**config.mk**
```make
export PLATFORM = sky130hd
export DESIGN_NAME = ext_bus_seq
export DESIGN_NICKNAME = d
export VERILOG_FILES = /design/src/rtl/ext_bus_pkg.sv /design/src/rtl/bus_slot_timer.sv /design/src/rtl/bus_slot_decode.sv /design/src/rtl/bus_rd_capture.sv /design/src/rtl/ext_bus_seq.sv
export SDC_FILE = /design/constraint.sdc
export NUM_CORES = 1
export LEC_CHECK = 0
export BUFFER_PORTS_ARGS = -buffer_cell sky130_fd_sc_hd__buf_2
export CORE_ASPECT_RATIO = 0.75
export CORE_MARGIN = 10
export CORE_UTILIZATION = 40
export CTS_BUF_LIST = sky130_fd_sc_hd__clkbuf_4
export DETAILED_ROUTE_END_ITERATION = 10
export GPL_ROUTABILITY_DRIVEN = 1
export PLACE_DENSITY = 0.63
export SYNTH_ARGS = -nofsm -noshare
export SYNTH_HDL_FRONTEND = slang
export SYNTH_SLANG_ARGS = --single-unit
```
**constraint.sdc**
```tcl
create_clock -name clk_i -period 3.8 [get_ports clk_i]
set_input_delay 0.38 -clock clk_i [delete_from_list [all_inputs] [get_ports clk_i]]
set_output_delay 0.38 -clock clk_i [all_outputs]
set_load 0.01 [all_outputs]
```
**src/rtl/ext_bus_pkg.sv**
```systemverilog
package ext_bus_pkg;

  typedef enum logic [1:0] {
    K_CODE = 2'b00,
    K_DRD  = 2'b01,
    K_DWR  = 2'b10,
    K_NONE = 2'b11
  } kind_e;

  // machine-cycle grid: slot = 2*(state-1) + (phase-1)
  localparam int unsigned SLOTS  = 12;
  localparam int unsigned SLOT_W = $clog2(SLOTS);

  localparam logic [SLOT_W-1:0] SL_LAST      = SLOT_W'(SLOTS - 1);
  localparam logic [SLOT_W-1:0] C_ADDR_END   = 4'd2;
  localparam logic [SLOT_W-1:0] C_ALE_FIRST  = 4'd1;
  localparam logic [SLOT_W-1:0] C_ALE_LAST   = 4'd2;
  localparam logic [SLOT_W-1:0] C_PSEN_FIRST = 4'd4;
  localparam logic [SLOT_W-1:0] C_PSEN_LAST  = 4'd6;
  localparam logic [SLOT_W-1:0] C_HI_LAST    = 4'd7;
  localparam logic [SLOT_W-1:0] ACCEPT_SLOT  = 4'd7;
  localparam logic [SLOT_W-1:0] D_ADDR_FIRST = 4'd8;
  localparam logic [SLOT_W-1:0] D_ALE_FIRST  = 4'd9;
  localparam logic [SLOT_W-1:0] D_ALE_LAST   = 4'd10;
  localparam logic [SLOT_W-1:0] D_STB_FIRST  = 4'd2;
  localparam logic [SLOT_W-1:0] D_STB_LAST   = 4'd9;
  localparam logic [SLOT_W-1:0] W_DRV_FIRST  = 4'd1;
  localparam logic [SLOT_W-1:0] W_DRV_LAST   = 4'd10;

  function automatic logic in_win(logic [SLOT_W-1:0] s, logic [SLOT_W-1:0] lo,
                                  logic [SLOT_W-1:0] hi);
    return (s >= lo) && (s <= hi);
  endfunction

  function automatic logic is_data(kind_e k);
    return (k == K_DRD) || (k == K_DWR);
  endfunction

endpackage

```
**src/rtl/bus_slot_timer.sv**
```systemverilog
module bus_slot_timer
  import ext_bus_pkg::*;
(
  input  logic              clk_i,
  input  logic              rst_ni,
  output logic [SLOT_W-1:0] slot_q_o,
  output logic [SLOT_W-1:0] slot_d_o
);
  logic [SLOT_W-1:0] slot_q;

  always_comb slot_d_o = (slot_q == SL_LAST) ? '0 : slot_q + 1'b1;

  always_ff @(posedge clk_i or negedge rst_ni) begin
    if (!rst_ni) slot_q <= '0;
    else         slot_q <= slot_d_o;
  end

  assign slot_q_o = slot_q;
endmodule

```
**src/rtl/bus_slot_decode.sv**
```systemverilog
module bus_slot_decode
  import ext_bus_pkg::*;
#(
  parameter int unsigned ADDR_W = 16,
  parameter int unsigned DATA_W = 8,
  localparam int unsigned HI_W  = ADDR_W - DATA_W
) (
  input  logic [SLOT_W-1:0] slot_i,
  input  logic              cur_v_i,
  input  kind_e             cur_kind_i,
  input  logic [ADDR_W-1:0] cur_addr_i,
  input  logic [DATA_W-1:0] cur_wdata_i,
  input  logic              pend_v_i,
  input  kind_e             pend_kind_i,
  input  logic [ADDR_W-1:0] pend_addr_i,
  input  logic [HI_W-1:0]   hi_hold_i,
  output logic              ale_o,
  output logic              psen_n_o,
  output logic              rd_n_o,
  output logic              wr_n_o,
  output logic              oe_o,
  output logic [DATA_W-1:0] lo_o,
  output logic [HI_W-1:0]   hi_o
);
  always_comb begin
    ale_o    = 1'b0;
    psen_n_o = 1'b1;
    rd_n_o   = 1'b1;
    wr_n_o   = 1'b1;
    oe_o     = 1'b0;
    lo_o     = '0;
    hi_o     = hi_hold_i;

    if (cur_v_i) begin
      unique case (cur_kind_i)
        K_CODE: begin
          if (slot_i <= C_ADDR_END) begin
            oe_o = 1'b1;
            lo_o = cur_addr_i[DATA_W-1:0];
          end
          if (in_win(slot_i, C_ALE_FIRST, C_ALE_LAST))   ale_o = 1'b1;
          if (in_win(slot_i, C_PSEN_FIRST, C_PSEN_LAST)) psen_n_o = 1'b0;
          if (slot_i <= C_HI_LAST) hi_o = cur_addr_i[ADDR_W-1:DATA_W];
        end
        K_DRD: begin
          hi_o = cur_addr_i[ADDR_W-1:DATA_W];
          if (in_win(slot_i, D_STB_FIRST, D_STB_LAST)) rd_n_o = 1'b0;
        end
        K_DWR: begin
          hi_o = cur_addr_i[ADDR_W-1:DATA_W];
          if (in_win(slot_i, W_DRV_FIRST, W_DRV_LAST)) begin
            oe_o = 1'b1;
            lo_o = cur_wdata_i;
          end
          if (in_win(slot_i, D_STB_FIRST, D_STB_LAST)) wr_n_o = 1'b0;
        end
        default: ;
      endcase
    end

    // address phase of a transfer that runs in the next cycle
    if (pend_v_i && is_data(pend_kind_i) && slot_i >= D_ADDR_FIRST) begin
      oe_o = 1'b1;
      lo_o = pend_addr_i[DATA_W-1:0];
      hi_o = pend_addr_i[ADDR_W-1:DATA_W];
      if (in_win(slot_i, D_ALE_FIRST, D_ALE_LAST)) ale_o = 1'b1;
    end
  end
endmodule

```
**src/rtl/bus_rd_capture.sv**
```systemverilog
module bus_rd_capture
  import ext_bus_pkg::*;
#(
  parameter int unsigned DATA_W = 8
) (
  input  logic              clk_i,
  input  logic              rst_ni,
  input  logic [SLOT_W-1:0] slot_i,
  input  logic              cur_v_i,
  input  kind_e             cur_kind_i,
  input  logic [DATA_W-1:0] din_i,
  output logic [DATA_W-1:0] data_o,
  output logic              valid_o
);
  logic cap;

  // sample in the last strobe slot
  always_comb
    cap = cur_v_i && (((cur_kind_i == K_CODE) && (slot_i == C_PSEN_LAST)) ||
                      ((cur_kind_i == K_DRD)  && (slot_i == D_STB_LAST)));

  always_ff @(posedge clk_i or negedge rst_ni) begin
    if (!rst_ni) begin
      data_o  <= '0;
      valid_o <= 1'b0;
    end else begin
      valid_o <= cap;
      if (cap) data_o <= din_i;
    end
  end
endmodule

```
**src/rtl/ext_bus_seq.sv**
```systemverilog
module ext_bus_seq
  import ext_bus_pkg::*;
#(
  parameter int unsigned ADDR_W = 16,
  parameter int unsigned DATA_W = 8,
  localparam int unsigned HI_W  = ADDR_W - DATA_W
) (
  input  logic              clk_i,
  input  logic              rst_ni,
  input  logic              req_i,
  input  logic [1:0]        req_kind_i,
  input  logic [ADDR_W-1:0] req_addr_i,
  input  logic [DATA_W-1:0] req_wdata_i,
  output logic              req_accept_o,
  input  logic [DATA_W-1:0] port_din_i,
  output logic [DATA_W-1:0] port_do_o,
  output logic              port_oe_o,
  output logic [HI_W-1:0]   addr_hi_o,
  output logic              ale_o,
  output logic              psen_n_o,
  output logic              rd_n_o,
  output logic              wr_n_o,
  output logic [DATA_W-1:0] rd_data_o,
  output logic              rd_valid_o
);
  logic [SLOT_W-1:0] slot_q, slot_d;

  logic              cur_v_q, cur_v_d, pend_v_q, pend_v_d;
  kind_e             cur_kind_q, cur_kind_d, pend_kind_q, pend_kind_d;
  logic [ADDR_W-1:0] cur_addr_q, cur_addr_d, pend_addr_q, pend_addr_d;
  logic [DATA_W-1:0] cur_wd_q, cur_wd_d, pend_wd_q, pend_wd_d;
  kind_e             req_kind;
  logic              accept;

  logic              ale_d, psen_n_d, rd_n_d, wr_n_d, oe_d;
  logic [DATA_W-1:0] lo_d;
  logic [HI_W-1:0]   hi_d;

  bus_slot_timer u_timer (
    .clk_i    (clk_i),
    .rst_ni   (rst_ni),
    .slot_q_o (slot_q),
    .slot_d_o (slot_d)
  );

  always_comb begin
    req_kind = kind_e'(req_kind_i);
    // one data transfer per two machine cycles: no address phase during an access cycle
    accept = req_i && (slot_q == ACCEPT_SLOT) && (req_kind != K_NONE) &&
             !(is_data(req_kind) && cur_v_q && is_data(cur_kind_q));
  end

  assign req_accept_o = accept;

  always_comb begin
    cur_v_d     = cur_v_q;
    cur_kind_d  = cur_kind_q;
    cur_addr_d  = cur_addr_q;
    cur_wd_d    = cur_wd_q;
    pend_v_d    = pend_v_q;
    pend_kind_d = pend_kind_q;
    pend_addr_d = pend_addr_q;
    pend_wd_d   = pend_wd_q;
    if (accept) begin
      pend_v_d    = 1'b1;
      pend_kind_d = req_kind;
      pend_addr_d = req_addr_i;
      pend_wd_d   = req_wdata_i;
    end
    if (slot_q == SL_LAST) begin
      cur_v_d    = pend_v_q;
      cur_kind_d = pend_kind_q;
      cur_addr_d = pend_addr_q;
      cur_wd_d   = pend_wd_q;
      pend_v_d   = 1'b0;
    end
  end

  always_ff @(posedge clk_i or negedge rst_ni) begin
    if (!rst_ni) begin
      cur_v_q     <= 1'b0;
      cur_kind_q  <= K_NONE;
      cur_addr_q  <= '0;
      cur_wd_q    <= '0;
      pend_v_q    <= 1'b0;
      pend_kind_q <= K_NONE;
      pend_addr_q <= '0;
      pend_wd_q   <= '0;
    end else begin
      cur_v_q     <= cur_v_d;
      cur_kind_q  <= cur_kind_d;
      cur_addr_q  <= cur_addr_d;
      cur_wd_q    <= cur_wd_d;
      pend_v_q    <= pend_v_d;
      pend_kind_q <= pend_kind_d;
      pend_addr_q <= pend_addr_d;
      pend_wd_q   <= pend_wd_d;
    end
  end

  // decode the coming slot so the registered pins line up with slot_q
  bus_slot_decode #(
    .ADDR_W (ADDR_W),
    .DATA_W (DATA_W)
  ) u_decode (
    .slot_i      (slot_d),
    .cur_v_i     (cur_v_d),
    .cur_kind_i  (cur_kind_d),
    .cur_addr_i  (cur_addr_d),
    .cur_wdata_i (cur_wd_d),
    .pend_v_i    (pend_v_d),
    .pend_kind_i (pend_kind_d),
    .pend_addr_i (pend_addr_d),
    .hi_hold_i   (addr_hi_o),
    .ale_o       (ale_d),
    .psen_n_o    (psen_n_d),
    .rd_n_o      (rd_n_d),
    .wr_n_o      (wr_n_d),
    .oe_o        (oe_d),
    .lo_o        (lo_d),
    .hi_o        (hi_d)
  );

  always_ff @(posedge clk_i or negedge rst_ni) begin
    if (!rst_ni) begin
      ale_o     <= 1'b0;
      psen_n_o  <= 1'b1;
      rd_n_o    <= 1'b1;
      wr_n_o    <= 1'b1;
      port_oe_o <= 1'b0;
      port_do_o <= '0;
      addr_hi_o <= '0;
    end else begin
      ale_o     <= ale_d;
      psen_n_o  <= psen_n_d;
      rd_n_o    <= rd_n_d;
      wr_n_o    <= wr_n_d;
      port_oe_o <= oe_d;
      port_do_o <= lo_d;
      addr_hi_o <= hi_d;
    end
  end

  bus_rd_capture #(
    .DATA_W (DATA_W)
  ) u_capture (
    .clk_i      (clk_i),
    .rst_ni     (rst_ni),
    .slot_i     (slot_q),
    .cur_v_i    (cur_v_q),
    .cur_kind_i (cur_kind_q),
    .din_i      (port_din_i),
    .data_o     (rd_data_o),
    .valid_o    (rd_valid_o)
  );
endmodule

```
Yosys cells after proc, flatten, opt, wreduce, memory -nomap -nowiden
Cells that the tools add are included.
{ "totals": {"register_bits": 88, "latch_bits": 0, "ram_bits": 0, "mem_bits_ro": 0, "inputBits": 37, "elab_cells": 105, "n_memories": 0} }
{ "classes": {"add_sub_neg": 1, "n_mul": 0, "div": 0, "order_cmp": 10, "n_eq_ne": 14, "shifts": 0, "muxes": 36, "bitwise": 0, "reduce_logical": 26} }
{ "ops": {"columns": ["operator", "count"], "rows": [
  ["$mux 8", 8],
  ["$mux 16", 2],
  ["$pmux 8 s2", 2],
  ["$mux 1", 20],
  ["$logic_and 1x1->1", 15],
  ["$eq 2x1->1 const B", 4],
  ["$eq 2x2->1 const B", 4],
  ["$eq 4x3->1 const B", 2],
  ["$eq 4x4->1 const B", 2],
  ["$ge 4x4->1 const B", 2],
  ["$le 4x3->1 const B", 2],
  ["$le 4x4->1 const B", 2],
  ["$add 4x1->4 const B", 1],
  ["$ge 4x1->1 const B", 1],
  ["$ge 4x2->1 const B", 1],
  ["$ge 4x3->1 const B", 1],
  ["$le 4x2->1 const B", 1],
  ["$logic_not 2->1", 2],
  ["$logic_or 1x1->1", 4],
  ["$mux 2", 2],
  ["$mux 4", 1],
  ["$ne 3x1->1 const B", 1],
  ["$reduce_and 3->1", 1],
  ["$reduce_bool 3->1", 1],
  ["other kinds (5)", 5]
]} }

Logic depth before layout (Yosys ltp)
{ "depth": {"word_depth": 13, "mapped_depth": 11} }

Modules after synthesis
A second synthesis with hierarchy kept.
{ "hier_totals": {"hier_cells": 290, "area_unflattened_um2": 3985.1} }
{ "by_module_without_submodules": {"columns": ["mod", "n_inst", "cells_each", "area_per_inst_um2", "seq_area_each_um2"], "rows": [
  ["ext_bus_seq", 1, 143, 2672.6, 1885.6],
  ["bus_slot_decode", 1, 111, 755.7, 0.0],
  ["bus_rd_capture", 1, 23, 401.6, 225.2],
  ["bus_slot_timer", 1, 13, 155.1, 100.1]
]} }

Worst setup path after synthesis
No wires, ideal clock.
{ "synth_timing": {"path_kind": "register to register", "startpoint": "reg u_timer.slot_q[0], in the netlist u_timer.slot_q_o[0]", "endpoint": "reg port_do_o[0]", "arrival_ps": 2590, "setup_slack_ps": 1133, "path_stages_with_launch": 11, "n_path_buf": 2, "period_less_slack_ps": 2667, "cell_sequence": "dfrtp_1 > ha_1 > nand3b_1 > buf_2 > buf_2 > mux2i_1 > ha_1 > nand2_1 > a211oi_1 > o21ai_0 > a21oi_1"} }
{ "synth_between": {"elab_chain_len": 10, "elab_cells_between_ends": 32, "cone_classes": "add/sub: 1; order compare: 4; eq/ne: 5; mux: 14; reduce/logical: 8"} }
{ "synth_rtl": {"columns": ["item", "line_no", "rtl"], "rows": [
  ["start: declaration", "bus_slot_timer.sv:9", "logic [SLOT_W-1:0] slot_q;"],
  ["start signal: assignment", "bus_slot_timer.sv:15", "else slot_q <= slot_d_o;"],
  ["branches (longest 9 deep; another with $add 4x1->4)", null, null],
  ["$mux 8 (*)", "bus_slot_decode.sv:62", "if (pend_v_i && is_data(pend_kind_i) && slot_i >= D_ADDR_FIRST) begin"],
  ["named net lo_d[0]", "ext_bus_seq.sv:36", "logic [DATA_W-1:0] lo_d;"],
  ["end signal: assignment", "ext_bus_seq.sv:139", "port_do_o <= lo_d;"],
  ["end: declaration", "ext_bus_seq.sv:16", "output logic [DATA_W-1:0] port_do_o,"]
]} }
Mark *: on every way through the listed nets, which the timed path passes.
A chain may end at the register's enable or synchronous reset.

Final worst setup path
{ "layout_timing": {"startpoint": "reg u_timer.slot_q[1], in the netlist u_timer.slot_q_o[1]", "endpoint": "reg port_do_o[1]"} }
The elaborated chain is that of the path after synthesis.

==> flow_summary.yaml <==
global_route:
  grt_util_met2: 0.1831
  grt_pass1_wl_mm: 14.20
  track_usage: 0.1240
  antenna_found_initial: 1
  globalRoute.busiestLayer: "met2"
  overflow: 0
  gr-usage-met1: 0.1605
  grt_max_degree: 67
  grt_pass1_vias: 2710
  gr-usage-met3: 0.05598
clock_network:
  clk_path_buf_depth: 2
  ctsHoldBuffers: 0
  postCtsResizedCells: 0
  cts.sink_count: 88
  cts-htree-levels: 3
  cts_root_buf: "clkbuf_4"
  clk_pin_slew_worst_paths_ps: 130
  cts_tree: "yes"
  clock_latency_ps: 430
  cts_buffers: 9
  cts_setup_buffers: 0
routing:
  ant_nets: 0
  drt-initial-drc-count: 110
  drt-total-wl_mm: 8.352
  vias: 2502
  drc_errors: 0
  viasPerCell: 5.034
  wire_per_inst_um: 16.80
  firstDrtPassIters: 4
yosys:
  synth-seq-area-share: 0.5620
  yosysTopAreaCellShare: 0.5153
  synth_top_flop_cell: "dfrtp_1"
  ys_top_cells_by_area: "dfrtp_1, mux2_2, dfstp_2"
  synth_nets: 340
  syn_avg_cell_area_um2: 13.47
  ys_ff_latch: 88
  yosys.cell_types.count: 42
  syn_area_um2: 3934
  post-synth-top-area-cell: "dfrtp_1"
  yosysWarnings: 0
  syn_inst: 292
  synthTopCellsByCount: "dfrtp_1, mux2_2, a21oi_1, nand2_1, ha_1"
  synth_most_common_cell: "dfrtp_1"
  async_flop_share: 1.000
  synth-edff-count: 0
layout:
  drive_above_1_share: 0.4451
  register_area_um2: 2211
  nFillCells: 933
  multi_input_area_um2: 1603
  instances_no_fill: 497
  fin_nets: 407
  final_util: 0.4736
  area_growth_pct: 15.81
timing:
  worst_pin_slew_ps: 807.2
  finalCritPeriodShare: 0.7779
  fin_setup_tns_ps: 0
  final-hold-violation-count: 0
  max_freq_mhz: 338.3
  layout_min_cycle_time_ps: 2956
  finalMaxSlewViolations: 0
  setup_viol: 0
  holdWs_ps: 30.47
  relSlewSlack: 0.4619
  rsz0062_at_grt: "false"
  finClkSkew_ps: 22.40
critical_path:
  cpPeakStageDelay_ps: 580
  crit_type: "reg -> reg"
  path_max_fanout: 10
  arrival_ps: 3300
  crit_slowest_cell: "nor4_4"
  cp-end-kind: "flip-flop"
  required_ps: 4140
  start_kind: "flip-flop"
  crit_chain: "ha_1 -> nand3b_1 -> mux2i_1 -> ha_1 -> nand2_1 -> nor4_4 -> a21oi_1 -> a21oi_1"
floorplanning:
  core_um2: 9619
  start_util: 0.4089
  io_pins: 68
  die_y_um: 105.9
  dieArea_um2: 14240
  num_rows: 31
  dieWidth_um: 134.5
placement:
  io_buffers: 67
  gp_congestion: 0.7755
  placed_cells: 480
  dpl.hpwl_mm: 5.852
pwr:
  totalPowerFinal_uw: 2112
  ir_drop_uv: 165.8
  leakagePower_uw: 0.002092
  powerDensity_nw_per_um2: 463.5
worst_hold_path:
  holdCritPathClass: "in -> async"
flow_run:
  maxCapViolations: 0
outcome:
  status: "finished clean"
layout make-up:
| type | instances | share of cell area |
|---|---|---|
| flip-flops and latches | 88 | 0.4853 |
| multi-input cells | 180 | 0.3518 |
| repair buffers | 71 | 0.08349 |
| clock buffers | 12 | 0.01977 |
| inverters | 9 | 0.007416 |
| diodes | 1 | 0.0005493 |
| well taps | 132 | 0.03625 |
| clock inverters | 4 | 0.01538 |
placed cells by master (no fill, tap or decap), types with 2 or more instances in the layout:
| cell type | count |
|---|---|
| mux2i_1 | 10 |
| inv_1 | 9 |
| mux2_2 | 59 |
| and4b_1 | 2 |
| o21a_1 | 2 |
| clkinv_2 | 2 |
| o31ai_1 | 9 |
| a21oi_1 | 26 |
| o21ai_2 | 2 |
| buf_2 | 66 |
| o21ai_0 | 8 |
| nand3_1 | 2 |
| ha_1 | 11 |
| and3b_1 | 8 |
| dfstp_2 | 7 |
| nand2b_1 | 3 |
| nand2_1 | 14 |
| and3_1 | 2 |
| clkbuf_4 | 12 |
| a32oi_1 | 2 |
| buf_4 | 4 |
| dfrtp_1 | 81 |
| bufinv_16 | 2 |
sequential cells by signal (all words and copies together) (netlist names), 2 cells and up:
name / cells
port_do_o: 8
pend_addr_q: 16
pend_kind_q: 2
cur_addr_q: 16
pend_wd_q: 8
addr_hi_o: 8
cur_wd_q: 8
u_capture.data_o: 8
u_timer.slot_q_o: 4
cur_kind_q: 2
per-stage QoR:
stage	setup WS, ps	area [um2]
finish	843.8	4556
global route	562.6	4556
CTS	812.4	4553
detailed placement	832.8	4393
global placement	1021	4393
floorplan	1133	3934
worst max-delay path: cells and delay by family, from the launching register on:
kind	cells	cell delay, ps
flops	1	500
fa+ha+maj	2	560
compound gates	2	370
mux	1	400
simple gates	3	1060
logic make-up (layout without fill, tap and decap cells):
| group | count (synthesis) | count (layout) | synth area share |
|---|---|---|---|
| other | 0 | 1 | 0 |
| muxes | 69 | 69 | 0.1943 |
| adders and majority gates | 11 | 11 | 0.03499 |
| DFF | 88 | 88 | 0.5620 |
| xor gates and xnor gates | 2 | 2 | 0.004454 |
| buffers and inverters | 24 | 96 | 0.03053 |
| AOI/OAI and AO/OA | 56 | 56 | 0.09320 |
| and+or+nand+nor | 42 | 42 | 0.08047 |
final timing paths:
| kind | cells after the start | from | slack [ps] | end |
|---|---|---|---|---|
| setup / recovery | 8 | u_timer.slot_q_o[1] | 840 | port_do_o[1] |
| hold / removal | 1 | rst_ni | 30 | pend_wd_q[1] |
| setup reg to reg | 8 | u_timer.slot_q_o[1] | 840 | port_do_o[1] |
| hold reg to reg | 1 | cur_addr_q[9] | 510 | cur_addr_q[9] |
| max in group asynchronous | 2 | rst_ni | 2930 | cur_wd_q[2] |
| min in group clk_i | 2 | req_wdata_i[0] | 170 | pend_wd_q[0] |
routing by layer:
layer	routed length (um)	up-vias
met1	4017	1257
met2	3679	53
li1	-	1185
met5	0	-
met4	85	0
met3	570	7
report_power, final:
| part | internal, uW | switching (uW) | total [uW] |
|---|---|---|---|
| combinational | 184 | 203 | 387 |
| sequential | 1080 | 65.6 | 1150 |
| clock | 288 | 292 | 580 |
Power figures use the tool's default switching activity.
